### config.mk
export PLATFORM = sky130hd
export DESIGN_NAME = pkt_pe
export DESIGN_NICKNAME = d
export VERILOG_FILES = /design/src/rtl/pe_pkg.sv /design/src/rtl/pe_action_table.sv /design/src/rtl/pe_regfile.sv /design/src/rtl/pe_alu.sv /design/src/rtl/pe_out_stage.sv /design/src/rtl/pkt_pe.sv
export SDC_FILE = /design/constraint.sdc
export NUM_CORES = 2
export LEC_CHECK = 0
export BUFFER_PORTS_ARGS = -buffer_cell sky130_fd_sc_hd__clkbuf_2
export CAP_MARGIN = 20
export CORE_AREA = 2 2 410 412
export DETAILED_ROUTE_END_ITERATION = 10
export DIE_AREA = 0 0 412 414
export GPL_ROUTABILITY_DRIVEN = 0
export PLACE_DENSITY = 0.65
export SETUP_SLACK_MARGIN = 0.1
export SLEW_MARGIN = 10
export SYNTH_ARGS = -nofsm -noshare
export SYNTH_HDL_FRONTEND = slang
export SYNTH_HIERARCHICAL = 1
export SYNTH_SLANG_ARGS = --single-unit
### constraint.sdc
create_clock -name clk -period 13.25 [get_ports clk]
set_clock_uncertainty 0.2 [all_clocks]
set_input_delay 2.65 -clock clk [delete_from_list [all_inputs] [get_ports clk]]
set_output_delay 2.65 -clock clk [all_outputs]
set_load 0.1 [all_outputs]
### src/rtl/pe_pkg.sv
package pe_pkg;

  localparam int PID_W   = 4;
  localparam int DATA_W  = 32;
  localparam int NREGS   = 32;
  localparam int RIDX_W  = $clog2(NREGS);
  localparam int NACTS   = 1 << PID_W;
  localparam int POS_W   = 2;
  localparam int DIR_W   = 2;

  // Field positions inside the value of reserved packets
  localparam int TGT_LO  = 27;
  localparam int TGT_HI  = TGT_LO + 2 * POS_W - 1;
  localparam int SLOT_LO = 23;
  localparam int SLOT_HI = SLOT_LO + PID_W - 1;
  localparam int CREG_LO = 16;
  localparam int CREG_HI = CREG_LO + RIDX_W - 1;
  localparam int CVAL_W  = 16;

  localparam logic [PID_W-1:0] PID_SETACT = 4'd0;
  localparam logic [PID_W-1:0] PID_SETREG = 4'd1;

  typedef enum logic [2:0] {
    FN_ADD   = 3'd0,
    FN_SHL   = 3'd1,
    FN_SRA   = 3'd2,
    FN_SUB   = 3'd3,
    FN_XOR   = 3'd4,
    FN_PASSB = 3'd5,
    FN_OR    = 3'd6,
    FN_AND   = 3'd7
  } pe_fn_e;

  localparam logic [2:0]       DEST_SINK = 3'd4;
  localparam logic [DIR_W-1:0] DIR_EAST  = 2'd1;
  localparam logic [DIR_W-1:0] DIR_SOUTH = 2'd2;

  typedef struct packed {
    logic [PID_W-1:0]  resp_id;
    logic [2:0]        dest;
    logic [RIDX_W-1:0] src;
    logic [RIDX_W-1:0] rd;
    logic              res_we;
    logic              val_we;
    logic              src_is_imm;
    logic [2:0]        fn;
  } pe_action_t;

  localparam int ACT_W = $bits(pe_action_t);

  localparam pe_action_t ACT_IDLE = '{
    resp_id:    '0,
    dest:       DEST_SINK,
    src:        '0,
    rd:         '0,
    res_we:     1'b0,
    val_we:     1'b0,
    src_is_imm: 1'b0,
    fn:         3'd0
  };

endpackage

### src/rtl/pe_action_table.sv
module pe_action_table
  import pe_pkg::*;
#(
  parameter int DEPTH = NACTS
) (
  input  logic                     clk,
  input  logic                     rst_n,
  input  logic                     wr_en,
  input  logic [$clog2(DEPTH)-1:0] wr_idx,
  input  pe_action_t               wr_act,
  input  logic [$clog2(DEPTH)-1:0] rd_idx,
  output pe_action_t               rd_act
);

  localparam int IW = $clog2(DEPTH);

  pe_action_t slots [DEPTH];

  for (genvar g = 0; g < DEPTH; g++) begin : g_slot
    logic       sel;
    pe_action_t q;
    assign sel = wr_en && (wr_idx == IW'(g));

    always_ff @(posedge clk or negedge rst_n) begin
      if (!rst_n) begin
        q <= ACT_IDLE;
      end else if (sel) begin
        q <= wr_act;
      end
    end

    assign slots[g] = q;
  end

  assign rd_act = slots[rd_idx];

endmodule

### src/rtl/pe_regfile.sv
module pe_regfile
  import pe_pkg::*;
#(
  parameter int DW    = DATA_W,
  parameter int DEPTH = NREGS
) (
  input  logic                     clk,
  input  logic                     rst_n,
  input  logic                     wr_en,
  input  logic [$clog2(DEPTH)-1:0] wr_idx,
  input  logic [DW-1:0]            wr_val,
  input  logic [$clog2(DEPTH)-1:0] rd_idx,
  output logic [DW-1:0]            rd_val
);

  localparam int AW = $clog2(DEPTH);

  logic [DW-1:0] regs [DEPTH];

  for (genvar g = 0; g < DEPTH; g++) begin : g_reg
    logic          sel;
    logic [DW-1:0] q;
    assign sel = wr_en && (wr_idx == AW'(g));

    always_ff @(posedge clk or negedge rst_n) begin
      if (!rst_n) begin
        q <= '0;
      end else if (sel) begin
        q <= wr_val;
      end
    end

    assign regs[g] = q;
  end

  assign rd_val = regs[rd_idx];

endmodule

### src/rtl/pe_alu.sv
module pe_alu
  import pe_pkg::*;
#(
  parameter int DW = DATA_W
) (
  input  logic [2:0]    fn,
  input  logic [DW-1:0] opa,
  input  logic [DW-1:0] opb,
  output logic [DW-1:0] res
);

  localparam int SH_W = $clog2(DW);

  logic [SH_W-1:0] shamt;
  assign shamt = opb[SH_W-1:0];

  always_comb begin
    unique case (pe_fn_e'(fn))
      FN_ADD:   res = opa + opb;
      FN_SHL:   res = opa << shamt;
      FN_SRA:   res = DW'($signed(opa) >>> shamt);
      FN_SUB:   res = opa - opb;
      FN_XOR:   res = opa ^ opb;
      FN_PASSB: res = opb;
      FN_OR:    res = opa | opb;
      FN_AND:   res = opa & opb;
      default:  res = '0;
    endcase
  end

endmodule

### src/rtl/pe_out_stage.sv
module pe_out_stage
  import pe_pkg::*;
#(
  parameter int DW  = DATA_W,
  parameter int IDW = PID_W
) (
  input  logic             clk,
  input  logic             rst_n,
  input  logic             load,
  input  logic [IDW-1:0]   ld_id,
  input  logic [DW-1:0]    ld_data,
  input  logic [DIR_W-1:0] ld_dir,
  input  logic             out_ready,
  output logic             out_valid,
  output logic [IDW-1:0]   out_id,
  output logic [DW-1:0]    out_data,
  output logic [DIR_W-1:0] out_dir
);

  logic valid_d;

  always_comb begin
    valid_d = out_valid;
    if (load) begin
      valid_d = 1'b1;
    end else if (out_ready) begin
      valid_d = 1'b0;
    end
  end

  always_ff @(posedge clk or negedge rst_n) begin
    if (!rst_n) begin
      out_valid <= 1'b0;
    end else begin
      out_valid <= valid_d;
    end
  end

  always_ff @(posedge clk or negedge rst_n) begin
    if (!rst_n) begin
      out_id   <= '0;
      out_data <= '0;
      out_dir  <= '0;
    end else if (load) begin
      out_id   <= ld_id;
      out_data <= ld_data;
      out_dir  <= ld_dir;
    end
  end

endmodule

### src/rtl/pkt_pe.sv
module pkt_pe
  import pe_pkg::*;
#(
  parameter int MY_ROW = 0,
  parameter int MY_COL = 0
) (
  input  logic              clk,
  input  logic              rst_n,
  input  logic              in_valid,
  output logic              in_ready,
  input  logic [PID_W-1:0]  in_id,
  input  logic [DATA_W-1:0] in_data,
  output logic              out_valid,
  input  logic              out_ready,
  output logic [PID_W-1:0]  out_id,
  output logic [DATA_W-1:0] out_data,
  output logic [DIR_W-1:0]  out_dir
);

  localparam logic [POS_W-1:0]   ROW_ID = POS_W'(MY_ROW);
  localparam logic [POS_W-1:0]   COL_ID = POS_W'(MY_COL);
  localparam logic [2*POS_W-1:0] SELF   = {ROW_ID, COL_ID};

  // Decode of the accepted packet
  logic                  accept;
  logic                  is_setact;
  logic                  is_setreg;
  logic                  is_resv;
  logic [2*POS_W-1:0]    tgt;
  logic                  hit;

  assign accept    = in_valid && in_ready;
  assign is_setact = (in_id == PID_SETACT);
  assign is_setreg = (in_id == PID_SETREG);
  assign is_resv   = is_setact || is_setreg;
  assign tgt       = in_data[TGT_HI:TGT_LO];
  assign hit       = (tgt == SELF);

  // Action table
  pe_action_t act;
  logic       tbl_we;

  assign tbl_we = accept && is_setact && hit;

  pe_action_table #(.DEPTH(NACTS)) u_tbl (
    .clk    (clk),
    .rst_n  (rst_n),
    .wr_en  (tbl_we),
    .wr_idx (in_data[SLOT_HI:SLOT_LO]),
    .wr_act (pe_action_t'(in_data[ACT_W-1:0])),
    .rd_idx (in_id),
    .rd_act (act)
  );

  // Register file and operands
  logic              rf_we;
  logic [RIDX_W-1:0] rf_widx;
  logic [DATA_W-1:0] rf_wval;
  logic [DATA_W-1:0] rf_rval;
  logic [DATA_W-1:0] opb;
  logic [DATA_W-1:0] alu_res;

  pe_regfile #(.DW(DATA_W), .DEPTH(NREGS)) u_rf (
    .clk    (clk),
    .rst_n  (rst_n),
    .wr_en  (rf_we),
    .wr_idx (rf_widx),
    .wr_val (rf_wval),
    .rd_idx (act.src),
    .rd_val (rf_rval)
  );

  assign opb = act.src_is_imm ? DATA_W'(act.src) : rf_rval;

  pe_alu #(.DW(DATA_W)) u_alu (
    .fn  (act.fn),
    .opa (in_data),
    .opb (opb),
    .res (alu_res)
  );

  always_comb begin
    rf_we   = 1'b0;
    rf_widx = act.rd;
    rf_wval = alu_res;
    if (accept) begin
      if (is_setreg) begin
        if (hit) begin
          rf_we   = 1'b1;
          rf_widx = in_data[CREG_HI:CREG_LO];
          rf_wval = DATA_W'(in_data[CVAL_W-1:0]);
        end
      end else if (!is_setact) begin
        if (act.val_we) begin
          rf_we   = 1'b1;
          rf_wval = in_data;
        end else if (act.res_we) begin
          rf_we   = 1'b1;
        end
      end
    end
  end

  // Output selection
  logic              ld;
  logic [PID_W-1:0]  ld_id;
  logic [DATA_W-1:0] ld_data;
  logic [DIR_W-1:0]  ld_dir;

  always_comb begin
    ld      = 1'b0;
    ld_id   = act.resp_id;
    ld_data = alu_res;
    ld_dir  = act.dest[DIR_W-1:0];
    if (accept) begin
      if (is_resv) begin
        if (!hit) begin
          ld      = 1'b1;
          ld_id   = in_id;
          ld_data = in_data;
          ld_dir  = (tgt[POS_W-1:0] != COL_ID) ? DIR_EAST : DIR_SOUTH;
        end
      end else if (act.dest < DEST_SINK) begin
        ld = 1'b1;
      end
    end
  end

  pe_out_stage #(.DW(DATA_W), .IDW(PID_W)) u_out (
    .clk       (clk),
    .rst_n     (rst_n),
    .load      (ld),
    .ld_id     (ld_id),
    .ld_data   (ld_data),
    .ld_dir    (ld_dir),
    .out_ready (out_ready),
    .out_valid (out_valid),
    .out_id    (out_id),
    .out_data  (out_data),
    .out_dir   (out_dir)
  );

  assign in_ready = !out_valid || out_ready;

endmodule

==> flow_summary.ini <==
[die]
floorplan.initialDensity = 0.448
die_y_um = 414
die_area_sq_um = 171000
io_pins = 80
coreArea_sq_um = 166000
fp-row-count = 150
die-width_um = 412

[clock_network]
clock_tree.root_cell = sky130_fd_sc_hd__clkbuf_16
ctsResizeCount = 0
number_of_buffers_inserted_for_hold_repair_after_clock_tree_synthesis = 0
cts_buffers = 154
post-cts-setup-buffers = 0
ctsLongestPathBuffers = 3
clk_transition_reported_paths_ns = 0.06
clock_latency_on_the_worst_skew_pair_ns = 0.80
tritoncts = built
cts_sinks = 1431
cts-htree-levels = 4

[power_and_ir_drop]
worst_ir_drop_vdd_mv = 0.244
power_per_cell_area_nw_per_um2 = 170
static-leakage-power_nw = 38.1
post_route_total_power_mw = 14.0

[setup_path]
cpMaxStageDelayCell = sky130_fd_sc_hd__nor2b_4
worstPathRequired_ns = 13.73
critPathLaunch = in_id[0]
timing.critical_path.max_delay_family = simple AND/OR/NAND/NOR gates
count_of_cell_instances_traversed_by_the_critical_path = 30
crit_path_end = u_rf/g_reg[31].q[28]
rrSetupSlack_ns = 3.73
worst_r2r_path_depth = 29
r2r-end = u_rf/g_reg[31].q[28]
r2r_start = u_tbl/g_slot[11].q[13]
setup.worst_path.end_class = register
arrival_ns = 12.25
cp_max_fo = 53
criticalPathCategory = in2reg
crit_path_start_kind = input port
max_stage_delay_ns = 0.83
timing.critical_path.buf_inv = 5

[global_route]
maximum_number_of_pins_on_one_net_before_global_route_repair = 180
global_route_total_usage_across_every_layer = 0.253
overflow = 0
grt_first_pass_wirelength_um = 328000
grt_antenna_before_repair = 4
first_global_vias = 50400

[layout]
mostFrequentLayoutCells = sky130_fd_sc_hd__mux2_2, sky130_fd_sc_hd__dfrtp_1, sky130_fd_sc_hd__mux2i_1
multi_input_area_sq_um = 36300
number_of_fill_cells_in_the_layout = 14600
seqCellArea_sq_um = 35800
layout.cells.most_common = sky130_fd_sc_hd__mux2_2
syn_to_final_growth_pct = 10.6
finalNetCount = 5869
layout-drive-gt1-share = 0.379

[synth]
syn_avg_cell_area_sq_um = 12.8
synth_seq_cells = 1431
seq_area_frac_synth = 0.481
postSynth.asyncResetShare = 1.00
cell_count_after_synthesis = 5840
netlist_area_sq_um = 74500
ys_types = 86
total_nets_after_synthesis = 5978
yosys_warns = 6
synth_enable_flop_cells = 0
postSynth.topFlopCell = sky130_fd_sc_hd__dfrtp_1

[sta]
finalSetupViolCount = 0
maxClockFrequency_mhz = 85.0
min_period_over_period = 0.888
grt_setup_unrepaired = no
period_needed_ns = 11.76
finalHoldWorstSlack_ns = 0.283
hold_violations = 0
worst_slew_margin_rel = 0.258
setup_total_negative_slack_ns = 0
timing_max_transition_violations_final = 0
max_slew.worst_pin.slew_ns = 1.11

[routing]
detail_route.first_pass.iterations = 6
drc = 0
viasPerCell = 6.18
drt_iter0_drc = 4965
drt-total-wl_um = 218000
route.vias.total = 49800
drt.antenna.violating_nets = 0
average_detailed_routed_wire_length_per_instance_um = 27.1

[place]
io_buffers = 79
dp_hpwl_um = 128000

[status]
status = finished, final reports clean

[flow_run]
max_cap_viol_count = 0

[min_path]
worst_min_delay_path_category = reg2reg
-- flip-flops by register name, indices dropped and copies added (netlist names) --
name,cells
u_out/out_data,32
u_out/out_valid,1
u_tbl/g_slot.q,368
u_rf/g.q,1024
u_out/out_dir,2
u_out/out_id,4
-- worst reg2reg max path, delay by kind of cell (launching register included) --
family,cells,cell delay [ns]
muxes,3,1.14
and+or+nand+nor,11,4.24
buffers and inverters,4,1.04
AOI/OAI and AO/OA,8,1.68
adders and majority gates,2,0.63
xor gates and xnor gates,1,0.14
DFF,1,0.38
-- through the flow --
step,instance area [sq um],cells,utilization,worst slack [ns]
after detailed placement,77100,7775,0.463,0.813
after CTS,82400,8053,0.495,1.59
after global placement,77100,7775,0.463,0.933
after floorplan,74500,5840,-,2.47
after global routing,82400,8059,0.496,1.21
final,82400,8060,0.496,1.49
-- report_power, final --
part	internal [mW]	leakage [nW]	switching (mW)
Clock	2.65	2.60	1.82
Combinational	1.46	15.7	3.52
Sequential	4.48	19.8	0.0702
-- cell families after synthesis --
family / count (synthesis) / synth area share
multiplexers: 2214 / 0.352
flip-flops: 1431 / 0.481
AND/OR/NAND/NOR: 732 / 0.0463
AO/OA/AOI/OAI: 710 / 0.0634
buffers and inverters: 609 / 0.0359
adder cells (fa/ha/maj): 98 / 0.0166
XOR/XNOR: 46 / 0.00551
-- how the worst min path moves through the flow --
| stage | slack (ns) | endpoint | start | depth (start not counted) |
|---|---|---|---|---|
| floorplan | 0.26 | u_rf/g_reg[20].q[10] | u_rf/g_reg[20].q[10] | 1 |
| finish | 0.28 | u_rf/g_reg[20].q[7] | u_rf/g_reg[20].q[7] | 1 |
| global placement | 0.27 | u_rf/g_reg[28].q[13] | u_rf/g_reg[28].q[13] | 1 |
| detailed placement | 0.27 | u_rf/g_reg[20].q[7] | u_rf/g_reg[20].q[7] | 1 |
| CTS | 0.29 | u_rf/g_reg[20].q[7] | u_rf/g_reg[20].q[7] | 1 |
| global route | 0.30 | u_tbl/g_slot[8].q[9] | u_tbl/g_slot[8].q[9] | 1 |
-- routing by layer --
metal  share of wire  vias to the layer above  global-route usage
li1                -                    21200                   -
met1            0.43                    26400               0.349
met2            0.47                     1733               0.402
met3           0.060                      465              0.0411
met4           0.038                        0              0.0914
met5               0                        -                   0
-- cell type report --
type,instances,area share
flip-flops and latches,1431,0.435
well taps,2204,0.0334
inverters,101,0.00460
clock buffers,232,0.0559
multi-input cells,3800,0.441
diodes,3,0.0000911
clock inverters,46,0.00838
repair buffers,243,0.0224
-- Yosys cell counts (all sizes together), types with 40 or more instances --
library cell  number  area, sq um
inv               99          372
nor2b             40          250
buf              256         1350
mux2            1491        16900
a31oi             44          275
a22oi            153         1150
dfrtp           1415        35400
nand3            119          601
nor2             193          724
mux4             166         3740
xnor2             43          384
a21oi            193          966
nor3              78          422
o21ai            108          541
mux2i            557         5580
nand2            213          802
a22o              76          666
clkbuf           252          946
ha                97         1210
Note: power is estimated with default switching activity, not from simulation.
